===== src/rtl/msg_cap_pkg.sv =====
package msg_cap_pkg;
  typedef enum logic [2:0] {
    S_IDLE  = 3'd0,
    S_ARMED = 3'd1,
    S_CAPT  = 3'd2,
    S_DONE  = 3'd3,
    S_ERR   = 3'd4
  } cap_state_e;

  localparam int unsigned ST_DONE_BIT = 0;
  localparam int unsigned ST_ERR_BIT  = 1;
  localparam int unsigned ST_IDLE_BIT = 2;
  localparam int unsigned ST_CNT_LSB  = 16;
  localparam int unsigned ST_CNT_W    = 16;
endpackage


===== src/rtl/msg_frame_tracker.sv =====
// Follows message boundaries on the stream, whether or not the buffer is armed.
module msg_frame_tracker (
  input  logic clk_i,
  input  logic rst_ni,
  input  logic valid_i,
  input  logic last_i,
  output logic msg_start_o
);
  logic in_msg_q;

  always_ff @(posedge clk_i or negedge rst_ni) begin
    if (!rst_ni)      in_msg_q <= 1'b0;
    else if (valid_i) in_msg_q <= !last_i;
  end

  assign msg_start_o = !in_msg_q;

  p_boundary_r4: assert property (@(posedge clk_i) disable iff (!rst_ni)
    (valid_i && last_i) |=> msg_start_o);
endmodule


===== src/rtl/msg_word_store.sv =====
module msg_word_store #(
  parameter int unsigned DEPTH  = 16,
  parameter int unsigned DATA_W = 32,
  localparam int unsigned IDX_W = (DEPTH > 1) ? $clog2(DEPTH) : 1
) (
  input  logic              clk_i,
  input  logic              rst_ni,
  input  logic              wr_en_i,
  input  logic [IDX_W-1:0]  wr_idx_i,
  input  logic [DATA_W-1:0] wr_data_i,
  input  logic [IDX_W-1:0]  rd_idx_i,
  output logic [DATA_W-1:0] rd_data_o
);
  logic [DATA_W-1:0] mem_q [DEPTH];
  logic [DATA_W-1:0] rd_q;

  always_ff @(posedge clk_i) begin
    if (wr_en_i) mem_q[wr_idx_i] <= wr_data_i;
  end

  always_ff @(posedge clk_i or negedge rst_ni) begin
    if (!rst_ni) rd_q <= '0;
    else         rd_q <= mem_q[rd_idx_i];
  end

  assign rd_data_o = rd_q;

  p_wr_in_range_r6: assert property (@(posedge clk_i) disable iff (!rst_ni)
    wr_en_i |-> (32'(wr_idx_i) < DEPTH));
endmodule


===== src/rtl/msg_cap_fsm.sv =====
module msg_cap_fsm
  import msg_cap_pkg::*;
#(
  parameter int unsigned DEPTH = 16,
  localparam int unsigned IDX_W = (DEPTH > 1) ? $clog2(DEPTH) : 1,
  localparam int unsigned CNT_W = $clog2(DEPTH + 1)
) (
  input  logic             clk_i,
  input  logic             rst_ni,
  input  logic             clear_i,
  input  logic             start_i,
  input  logic             word_i,
  input  logic             last_i,
  input  logic             msg_start_i,
  output cap_state_e       state_o,
  output logic [CNT_W-1:0] count_o,
  output logic             wr_en_o,
  output logic [IDX_W-1:0] wr_idx_o
);
  cap_state_e       state_q, state_d;
  logic [CNT_W-1:0] cnt_q, cnt_d;
  logic             full;

  assign full = (cnt_q == CNT_W'(DEPTH));

  always_comb begin
    state_d = state_q;
    cnt_d   = cnt_q;
    wr_en_o = 1'b0;
    if (clear_i) begin
      state_d = S_IDLE;
      cnt_d   = '0;
    end else begin
      unique case (state_q)
        S_IDLE:  if (start_i) state_d = S_ARMED;
        S_ARMED: if (word_i && msg_start_i) begin
          wr_en_o = 1'b1;
          cnt_d   = cnt_q + 1'b1;
          state_d = last_i ? S_DONE : S_CAPT;
        end
        S_CAPT: if (word_i) begin
          if (full) begin
            state_d = S_ERR;
          end else begin
            wr_en_o = 1'b1;
            cnt_d   = cnt_q + 1'b1;
            if (last_i) state_d = S_DONE;
          end
        end
        default: ;
      endcase
    end
  end

  always_ff @(posedge clk_i or negedge rst_ni) begin
    if (!rst_ni) begin
      state_q <= S_IDLE;
      cnt_q   <= '0;
    end else begin
      state_q <= state_d;
      cnt_q   <= cnt_d;
    end
  end

  assign state_o  = state_q;
  assign count_o  = cnt_q;
  assign wr_idx_o = cnt_q[IDX_W-1:0];

  p_clear_idle_r3: assert property (@(posedge clk_i) disable iff (!rst_ni)
    clear_i |=> (state_q == S_IDLE) && (cnt_q == '0));
  p_start_arms_r2: assert property (@(posedge clk_i) disable iff (!rst_ni)
    (start_i && !clear_i && state_q == S_IDLE) |=> (state_q == S_ARMED));
  p_done_hold_r7: assert property (@(posedge clk_i) disable iff (!rst_ni)
    ((state_q == S_DONE || state_q == S_ERR) && !clear_i) |=> $stable(state_q) && $stable(cnt_q));
  p_err_full_r6: assert property (@(posedge clk_i) disable iff (!rst_ni)
    (state_q == S_ERR) |-> (cnt_q == CNT_W'(DEPTH)));
  p_idle_no_write_r10: assert property (@(posedge clk_i) disable iff (!rst_ni)
    (state_q == S_IDLE) |-> !wr_en_o);
  p_cnt_bound_r6: assert property (@(posedge clk_i) disable iff (!rst_ni)
    cnt_q <= CNT_W'(DEPTH));
endmodule


===== src/rtl/msg_capture_buf.sv =====
module msg_capture_buf
  import msg_cap_pkg::*;
#(
  parameter int unsigned DEPTH  = 16,
  parameter int unsigned DATA_W = 32,
  localparam int unsigned IDX_W = (DEPTH > 1) ? $clog2(DEPTH) : 1,
  localparam int unsigned AW    = IDX_W + 2,
  localparam int unsigned CNT_W = $clog2(DEPTH + 1)
) (
  input  logic              clk_i,
  input  logic              rst_ni,
  input  logic              msg_valid_i,
  input  logic [DATA_W-1:0] msg_data_i,
  input  logic              msg_last_i,
  input  logic              ctrl_we_i,
  input  logic [1:0]        ctrl_wdata_i,
  output logic [31:0]       status_o,
  input  logic [AW-1:0]     rd_addr_i,
  output logic [DATA_W-1:0] rd_data_o,
  output logic              irq_o
);
  cap_state_e       state;
  logic [CNT_W-1:0] count;
  logic             msg_start, wr_en, clear, start;
  logic [IDX_W-1:0] wr_idx;
  logic             unused_addr_lo;

  assign clear = ctrl_we_i && ctrl_wdata_i[0];
  assign start = ctrl_we_i && ctrl_wdata_i[1];
  assign unused_addr_lo = ^rd_addr_i[1:0];

  msg_frame_tracker i_tracker (
    .clk_i       (clk_i),
    .rst_ni      (rst_ni),
    .valid_i     (msg_valid_i),
    .last_i      (msg_last_i),
    .msg_start_o (msg_start)
  );

  msg_cap_fsm #(.DEPTH(DEPTH)) i_fsm (
    .clk_i       (clk_i),
    .rst_ni      (rst_ni),
    .clear_i     (clear),
    .start_i     (start),
    .word_i      (msg_valid_i),
    .last_i      (msg_last_i),
    .msg_start_i (msg_start),
    .state_o     (state),
    .count_o     (count),
    .wr_en_o     (wr_en),
    .wr_idx_o    (wr_idx)
  );

  msg_word_store #(.DEPTH(DEPTH), .DATA_W(DATA_W)) i_store (
    .clk_i     (clk_i),
    .rst_ni    (rst_ni),
    .wr_en_i   (wr_en),
    .wr_idx_i  (wr_idx),
    .wr_data_i (msg_data_i),
    .rd_idx_i  (rd_addr_i[AW-1:2]),
    .rd_data_o (rd_data_o)
  );

  always_comb begin
    status_o = '0;
    status_o[ST_DONE_BIT] = (state == S_DONE);
    status_o[ST_ERR_BIT]  = (state == S_ERR);
    status_o[ST_IDLE_BIT] = (state == S_IDLE);
    status_o[ST_CNT_LSB +: ST_CNT_W] = ST_CNT_W'(count);
  end

  assign irq_o = (state == S_DONE) || (state == S_ERR);

  p_irq_after_word_r9: assert property (@(posedge clk_i) disable iff (!rst_ni)
    $rose(irq_o) |-> $past(msg_valid_i));
  p_irq_drop_clear_r3: assert property (@(posedge clk_i) disable iff (!rst_ni)
    $fell(irq_o) |-> $past(clear));
  p_flags_onehot_r9: assert property (@(posedge clk_i) disable iff (!rst_ni)
    $onehot0(status_o[2:0]));
endmodule


===== config.mk =====
export PLATFORM = sky130hd
export DESIGN_NAME = msg_capture_buf
export DESIGN_NICKNAME = d
export VERILOG_FILES = /design/src/rtl/msg_cap_pkg.sv /design/src/rtl/msg_frame_tracker.sv /design/src/rtl/msg_word_store.sv /design/src/rtl/msg_cap_fsm.sv /design/src/rtl/msg_capture_buf.sv
export SDC_FILE = /design/constraint.sdc
export NUM_CORES = 1
export LEC_CHECK = 0
export BUFFER_PORTS_ARGS = -buffer_cell sky130_fd_sc_hd__buf_2
export CAP_MARGIN = 40
export CORE_MARGIN = 5
export CORE_UTILIZATION = 45
export CTS_BUF_LIST = sky130_fd_sc_hd__clkbuf_16
export CTS_CLUSTER_SIZE = 20
export DETAILED_ROUTE_END_ITERATION = 8
export SETUP_SLACK_MARGIN = 0.3
export SLEW_MARGIN = 0
export SYNTH_ARGS = -nofsm -noshare
export SYNTH_HDL_FRONTEND = slang
export SYNTH_SLANG_ARGS = --single-unit

===== constraint.sdc =====
create_clock -name clk_i -period 10.6 [get_ports clk_i]
set_input_delay 1.59 -clock clk_i [delete_from_list [all_inputs] [get_ports clk_i]]
set_output_delay 1.59 -clock clk_i [all_outputs]
set_load 0.02 [all_outputs]

Yosys cells after proc, flatten, opt, wreduce, memory -nomap -nowiden
Memory sizes are Yosys's and may differ from the RTL's. A register that Yosys moved wholly into a read port is not among the register bits.
Index checks and enable logic that the tools add are counted.
Word-level totals
  register bits after elaboration: 9
  bits in writable memories: 512
  input port bits: 45
  output and inout port bits: 65
  logic and storage cells: 47
  memories: 1
Operators by class
  $add $sub $neg: 1
  equal/unequal tests: 10
  mux-type cells: 20
  reduce and logical (&&, ||, !) cells: 12
Memory list
  i_store.mem_q: words 16, bits a word 32, rd ports 1, clocked after memory_dff 1, write ports 1, RTL line msg_word_store.sv:14  | logic [DATA_W-1:0] mem_q [DEPTH];
Operator list (count)
  two-way mux 5 bit: 4
  two-way mux 3 bit: 6
  one-hot mux 5 bit (2 select lines): 1
  one-hot mux 3 bit (3 select lines): 1
  two-way mux 1 bit: 7
  equality test 3 x 2 -> 1 bit, second input constant: 2
  inequality test 3 bit, second input constant: 2
  adder 5 x 1 -> 5 bit, second input constant: 1
  equality test 5 bit, second input constant: 1
  AND reduction 5 bit: 1
  inequality test 4 x 3 -> 1 bit, second input constant: 1
  AND reduction 4 bit: 1
  nonzero test 4 bit: 1
  equality test 3 x 1 -> 1 bit, second input constant: 1
  equality test 3 bit, second input constant: 1
  logical AND 1 bit: 3
  zero test 1 bit: 3
  zero test 3 bit: 1
  inequality test 3 x 1 -> 1 bit, second input constant: 1
  inequality test 3 x 2 -> 1 bit, second input constant: 1
  nonzero test 3 bit: 1
  one-hot mux 1 bit (2 select lines): 1
  logical OR 1 bit: 1

Depth between registers and ports, before layout
Gate-level depths: netlist of the first run.
  depth in word-level cells: 7
  gate-level depth with buffers: 7

Modules after synthesis
From an unflattened synthesis of the first run, not the netlist that was laid out.
Second synthesis, totals
  cells, all modules: 931
  area, all modules: 20812.5 sq um
By module, submodules not included
  msg_word_store: times used 1, cells an instance 838, area each 19995.4 sq um, sequential area each 16175.5 sq um
  msg_cap_fsm: times used 1, cells an instance 58, area each 549.3 sq um, sequential area each 200.2 sq um
  msg_capture_buf: times used 1, cells an instance 32, area each 229.0 sq um, sequential area each 0.0 sq um
  msg_frame_tracker: times used 1, cells an instance 3, area each 38.8 sq um, sequential area each 25.0 sq um

Least setup slack after synthesis of the first run
Ideal clock, no wire load.
  kind: input -> register
  start point: input msg_valid_i
  end point: memory i_store.mem_q[0][0] (enable)
  setup time: 0.461 ns
  data arrival time: 4.587 ns
  path slack: 5.552 ns
  stages: 5
  buffers on the path: 1
  cell sequence: or3b_1 o22ai_2 buf_6 nand3_2 nor3_1
Between the ends
  word-level cells in the longest chain between the ends: 6
  elaborated cells on any way between the ends: 7
Ends and longest elaborated chain
  from (decl): RTL line msg_capture_buf.sv:12  | input logic msg_valid_i,
  logical AND 1 bit: RTL line msg_cap_fsm.sv:36  | S_ARMED: if (word_i && msg_start_i) begin
  two-way mux 1 bit: RTL line msg_cap_fsm.sv:36
  one-hot mux 1 bit (2 select lines) (*): RTL line msg_cap_fsm.sv:34  | unique case (state_q)
  two-way mux 1 bit (*): RTL line msg_cap_fsm.sv:30  | if (clear_i) begin
  two-way mux 1 bit (*): RTL line msg_word_store.sv:18  | if (wr_en_i) mem_q[wr_idx_i] <= wr_data_i;
  two-way mux 1 bit (implied by the code) (*): RTL line msg_word_store.sv:18
  to (decl): RTL line msg_word_store.sv:14
Every way passes the cells marked *; elsewhere a longest branch is shown, timed or not.

Worst setup path in the final report of the first run
  start point: input msg_valid_i
  end point: memory i_store.mem_q[10][26] (enable)
Same word-level chain as after synthesis.

==> flow_metrics.py, run 1 <==
metrics = {
    "clock_tree": {
        "path_clk_slew_ns": 0.06,
        "clockBufferDepth": 3,
        "clock-root-buffer": "clkbuf_16",
        "cts_sinks": 553,
        "worstSkewPairLatency_ns": 0.59,
        "post_cts_resized": 0,
        "cts_tree": "built",
        "htree_num_levels": 2,
        "numCtsBuffers": 57,
        "cts_setup_buffers": 0,
        "hold_buffers": 0,
    },
    "placement": {
        "io_buffers": 83,
        "dpl.cell_count": 1600,
        "gp_congestion": 0.706,
        "postPlaceCellArea_um2": 22100,
        "dp_hpwl_um": 22000,
    },
    "sta": {
        "min_period_over_period_pct": 36.4,
        "max_freq_ghz": 0.260,
        "relSlewSlack_pct": 47.3,
        "fin_crit_ns": 3.85,
        "drv_slew": 0,
        "rsz0062_at_grt": "false",
        "finClkSkew_ns": 0.0156,
        "setup_viol": 0,
        "final_hold_viol_count": 0,
        "setup_tns_ns": 0,
        "worst_slew_pin_slew_ns": 0.788,
    },
    "cells_and_area": {
        "final_common_cell": "edfxtp_1",
        "area.growth.synth_to_final_pct": 14.6,
        "finalNetCount": 1108,
        "post_route_cells_drive_above_1_share_pct": 31.0,
        "final_cell_mix": "512 x edfxtp_1, 128 x mux4_2, 81 x buf_2, 64 x a22oi_1, 59 x clkbuf_16",
        "final.fill_count": 3508,
        "final_area_um2": 23900,
        "layout.cells.non_filler": 1709,
    },
    "yosys": {
        "synth_top_cell_by_area": "edfxtp_1",
        "ys_seq_area_share_pct": 78.7,
        "synth_area_um2": 20900,
        "ys_ff_latch": 553,
        "syn_inst": 937,
        "synth.avg_cell_area_um2": 22.3,
        "synth_top_cell_area_share_pct": 73.7,
        "ys_top_cells_by_area": "edfxtp_1 74%, mux4_2 14%, dfrtp_1 4.9%",
        "ys_types": 38,
        "synth_warnings": 0,
    },
    "power_and_ir_drop": {
        "p_per_area_nw_per_um2": 196,
        "p_leak_nw": 7.99,
        "max-vdd-ir-drop_v": 0.000142,
    },
    "floorplan": {
        "die_area_um2": 50700,
        "rows": 78,
        "dieHeight_um": 225,
        "ios": 110,
        "initial_core_util_pct": 45.8,
        "core-area_um2": 45600,
        "die_w_um": 225,
    },
    "setup_path": {
        "slowest_delay_ns": 0.66,
        "reg2regPathDepth": 7,
        "crit_slowest_cell": "nor2_4",
        "rr_endpoint": "i_store.mem_q[10][26]$_DFFE_PP_",
        "critPathLaunchType": "input pin",
        "cp_cell_sequence": "buf_2, or3b_1, o22ai_2, nand3_2, nor2_4, buf_4",
        "rrSetupSlack_ns": 7.17,
        "crit_path_end_kind": "register",
        "crit_type": "input pin to register",
        "crit_arrival_ns": 4.10,
        "cp.required_ns": 10.85,
        "reg2reg_from": "i_fsm.count_o[0]$_DFFE_PN0P_",
        "path_max_fanout": 17,
    },
    "routing": {
        "vias_per_cell": 5.55,
        "vias": 9489,
        "drtIter0Drc": 845,
        "antenna_left": 0,
        "drc": 0,
        "drt_wl_total_um": 43200,
        "firstDrtPassIters": 7,
        "detail_route.wl_per_cell_um": 25.3,
    },
    "worst_hold_path": {
        "hold_start": "i_tracker.in_msg_q$_DFFE_PN0P_",
        "hp-class": "register to register",
        "hold_end": "i_tracker.in_msg_q$_DFFE_PN0P_",
        "min_path_cells": 2,
    },
    "flow_run": {
        "max-cap-violations": 0,
    },
    "grt": {
        "antenna_found_initial": 2,
        "grt_use_total_pct": 17.1,
        "overflow": 0,
        "grt_pass1_vias": 9860,
        "grt_pass1_wl_um": 64200,
        "grt_max_degree": 47,
    },
    "run_status": {
        "status": "finished clean",
    },
}
how the worst max path moves through the flow:
stage / start / to / slack, ns / cells past startpoint
global placement: msg_valid_i / i_store.mem_q[8][5]$_DFFE_PP_ / 6.10 / 6
global route: msg_valid_i / i_store.mem_q[11][26]$_DFFE_PP_ / 6.62 / 6
floorplan: msg_valid_i / i_store.mem_q[0][0]$_DFFE_PP_ / 5.55 / 5
detailed placement: msg_valid_i / i_store.mem_q[8][5]$_DFFE_PP_ / 6.09 / 6
CTS: msg_valid_i / i_store.mem_q[8][26]$_DFFE_PP_ / 6.72 / 6
finish: msg_valid_i / i_store.mem_q[10][26]$_DFFE_PP_ / 6.75 / 6
stage by stage:
step / util, % / power (mW) / hold slack (ns) / worst slack [ns]
CTS: 52.4 / 4.72 / 0.546 / 6.72
detailed placement: 48.6 / 2.88 / 0.536 / 6.09
floorplan: - / 2.75 / 0.502 / 5.55
global placement: 48.3 / 2.86 / 0.530 / 6.10
finish: 52.4 / 4.68 / 0.546 / 6.75
global route: 52.4 / 4.85 / 0.559 / 6.62
per-layer routing:
layer | up-vias | share of wire (%) | track usage (%)
met1 | 5070 | 43 | 24.1
met3 | 53 | 5.2 | 2.77
met4 | 2 | 1.7 | 4.30
li1 | 4122 | - | -
met5 | - | 0.025 | 0
met2 | 242 | 50 | 28.3
worst max-delay path: cells and delay by family:
family / cells / cell delay [ns]
buffers and inverters: 2 / 0.59
AND/OR/NAND/NOR: 3 / 1.36
AO/OA/AOI/OAI: 1 / 0.50
sequential cells by signal, summed over array words and instances (netlist names):
signal / count
i_store.mem_q: 512
i_store.rd_data_o: 32
i_fsm.count_o: 5
i_fsm.state_o: 3
i_tracker.in_msg_q: 1
cell families after synthesis:
group | count (synthesis) | synth area share, %
compound gates | 79 | 2.84
xor+xnor | 1 | 0.0420
fa+ha+maj | 4 | 0.240
buf+inv | 79 | 2.15
flops | 553 | 78.7
mux | 131 | 14.0
other cells | 1 | 0.0180
simple gates | 89 | 2.08
cell type report:
cell class	instances	area (µm²)	share of cell area, %
inverters	4	15.0	0.0628
clock buffers	59	1480	6.18
clock inverters	49	279	1.17
multi-input cells	328	4220	17.7
repair buffers	115	752	3.15
diodes	1	2.50	0.0105
well taps	600	751	3.14
flip-flops and latches	553	16400	68.6
cell usage after synthesis:
master,number
nor3_1,5
nor3b_1,2
a21oi_1,3
conb_1,1
and2_1,3
nand4_1,2
a22oi_1,64
nand4bb_1,2
o21ai_0,1
dfrtp_1,41
or3b_1,1
nor2_1,21
a21o_1,1
a221oi_1,1
o2111ai_1,1
edfxtp_1,512
a31o_2,3
buf_1,9
a41oi_1,1
mux2i_1,3
buf_2,10
mux4_2,128
buf_6,2
o22ai_2,1
a31oi_1,2
nand2_1,40
nand3_2,4
nor2b_1,2
buf_4,33
nand2b_1,4
inv_1,4
and4bb_2,1
clkbuf_1,21
or2_2,1
xnor2_1,1
o31ai_1,1
ha_1,4
and3_1,1
report_power, final:
group,switching [mW],internal (mW)
clock,0.784,1.07
combinational,0.217,0.125
sequential,0.0290,2.45
(Power assumes the default switching activity.)
==> run 2, diff against run 1 <==
clock period = 3.33 ns   (was 10.6 ns; I/O delays follow)
==> run 2 against run 1 <==
Compared with the run above:
- clock-buffer cell count fell by 3
- critical path type is now register to register
- setup slack worse by 6.2 ns
- highest routed layer unchanged
- register-to-register slack worse by 6.6 ns
- clock skew grew 0.014 ns
- critical path depth rose by 1
- largest power group unchanged
==> flow_metrics.py, run 2 (synthesis results as in run 1) <==
metrics = {
    "run_status": {
        "status": "finished clean",
    },
    "floorplan": {
        "die_area_um2": 50700,
        "ios": 110,
        "dieHeight_um": 225,
        "rows": 78,
        "initial_core_util_pct": 45.8,
        "core-area_um2": 45600,
        "die_w_um": 225,
    },
    "grt": {
        "grt_use_total_pct": 16.9,
        "grt_pass1_vias": 10200,
        "grt_max_degree": 45,
        "antenna_found_initial": 1,
        "grt_pass1_wl_um": 64400,
        "overflow": 0,
    },
    "sta": {
        "rsz0062_at_grt": "false",
        "setup_tns_ns": 0,
        "max_freq_ghz": 0.365,
        "drv_slew": 0,
        "finClkSkew_ns": 0.0297,
        "min_period_over_period_pct": 82.3,
        "setup_viol": 0,
        "final_hold_viol_count": 0,
        "fin_crit_ns": 2.74,
        "worst_slew_pin_slew_ns": 0.714,
        "relSlewSlack_pct": 52.4,
    },
    "placement": {
        "dp_hpwl_um": 23000,
        "io_buffers": 83,
        "gp_congestion": 0.711,
        "dpl.cell_count": 1608,
    },
    "clock_tree": {
        "cts_setup_buffers": 0,
        "cts_sinks": 553,
        "htree_num_levels": 2,
        "clockBufferDepth": 3,
        "hold_buffers": 1,
        "worstSkewPairLatency_ns": 0.61,
        "path_clk_slew_ns": 0.06,
        "numCtsBuffers": 56,
        "clock-root-buffer": "clkbuf_16",
        "post_cts_resized": 0,
        "cts_tree": "built",
    },
    "flow_run": {
        "max-cap-violations": 0,
    },
    "routing": {
        "drt_wl_total_um": 42200,
        "firstDrtPassIters": 5,
        "drc": 0,
        "detail_route.wl_per_cell_um": 24.6,
        "antenna_left": 0,
        "vias_per_cell": 5.54,
        "vias": 9495,
        "drtIter0Drc": 765,
    },
    "power_and_ir_drop": {
        "pwr-share-clk_pct": 39.2,
        "max-vdd-ir-drop_v": 0.000377,
        "p_switching_mw": 3.31,
        "p_sw_share_pct": 22.3,
        "p_seq_share_pct": 53.2,
        "internal_power_mw": 11.5,
        "combPwrFrac_pct": 7.6,
        "p_per_area_nw_per_um2": 613,
        "p_leak_nw": 8.03,
    },
    "cells_and_area": {
        "finalNetCount": 1116,
        "post_route_cells_drive_above_1_share_pct": 31.7,
        "largest_register_ffs": 512,
        "final_cell_mix": "512 x edfxtp_1, 128 x mux4_2, 81 x buf_2, 64 x a22oi_1, 56 x clkbuf_16",
        "utilization_pct": 53.0,
        "layout.cells.non_filler": 1715,
        "area.growth.synth_to_final_pct": 15.9,
        "largest-register": "i_store.mem_q",
        "n_antenna_cell": 0,
        "final_common_cell": "edfxtp_1",
    },
    "setup_path": {
        "cp.required_ns": 3.62,
        "crit_arrival_ns": 3.03,
        "reg2regPathDepth": 7,
        "rrSetupSlack_ns": 0.59,
        "crit_path_end_kind": "register",
        "crit_type": "register to register",
        "critPathLaunchType": "register",
        "path_max_fanout": 15,
    },
    "worst_hold_path": {
        "min_path_cells": 2,
        "hp-class": "input pin to register",
    },
}
-- run 2: cell types whose count changed in the layout (fill, tap and decap cells not counted) --
cell,before,now
inv_1,27,26
clkinv_8,0,3
buf_12,2,23
clkinv_4,0,1
nor3_4,0,4
inv_6,1,0
buf_4,28,18
clkinv_1,15,12
buf_16,3,0
diode_2,1,0
nor3_2,4,0
clkbuf_16,59,56
clkinv_2,6,8
dlygate4sd3_1,0,1
-- run 2: path summary, 6_finish.rpt --
| check | end | startpoint |
|---|---|---|
| worst max-delay path | i_store.mem_q[2][26]$_DFFE_PP_ | i_fsm.count_o[0]$_DFFE_PN0P_ |
| worst min-delay path | i_tracker.in_msg_q$_DFFE_PN0P_ | msg_last_i |
| worst max register to register | i_store.mem_q[2][26]$_DFFE_PP_ | i_fsm.count_o[0]$_DFFE_PN0P_ |
| worst min register to register | i_tracker.in_msg_q$_DFFE_PN0P_ | i_tracker.in_msg_q$_DFFE_PN0P_ |
| max in group asynchronous | i_store.rd_data_o[31]$_DFF_PN0_ | rst_ni |
| min in group asynchronous | i_fsm.count_o[0]$_DFFE_PN0P_ | rst_ni |
-- run 2: worst max-delay path: stages, from the launching register on --
cell and delay [ns]:
dfrtp_1 0.43, inv_1 0.09, ha_1 0.25, and4bb_2 0.27
o22ai_2 0.33, nand3_2 0.27, nor3_4 0.54, buf_12 0.25
-- run 2: area by class of cell --
class                   count  area, µm²
fillers                  3511      21400
flip-flops and latches    553      16400
multi-input cells         328       4250
clock buffers              56       1400
repair buffers            124       1020
well taps                 600        751
clock inverters            50        323
inverters                   4       15.0
-- run 2: power by group through the flow --
stage	clock (mW)	combinational, mW	sequential [mW]
final	5.81	1.12	7.89
after global routing	6.29	1.22	7.90
after CTS	5.95	1.15	7.89
after detailed placement	0	1.14	8.03
after global placement	0	1.13	8.02
after floorplan	0	0.664	8.07
-- run 2: through the flow --
step	worst slack [ns]	cell area (µm²)	total power, mW	hold WS, ns
6_report	0.590	24200	14.8	0.140
5_1_grt	0.413	24200	15.4	0.128
4_1_cts	0.553	24200	15.0	0.100
3_5_place_dp	0.574	22400	9.18	0.458
3_3_place_gp	0.605	22400	9.15	0.533
2_1_floorplan	-0.0394	21000	8.74	0.204
-- run 2: metal layers --
layer	part of all wire, %	vias to the layer above	global-route usage (%)	wire length, µm
li1	-	4134	-	-
met1	43	5092	23.2	18100
met2	52	214	28.7	21800
met3	4.2	53	3.28	1780
met4	1.5	2	3.59	613
met5	0.028	-	0	12
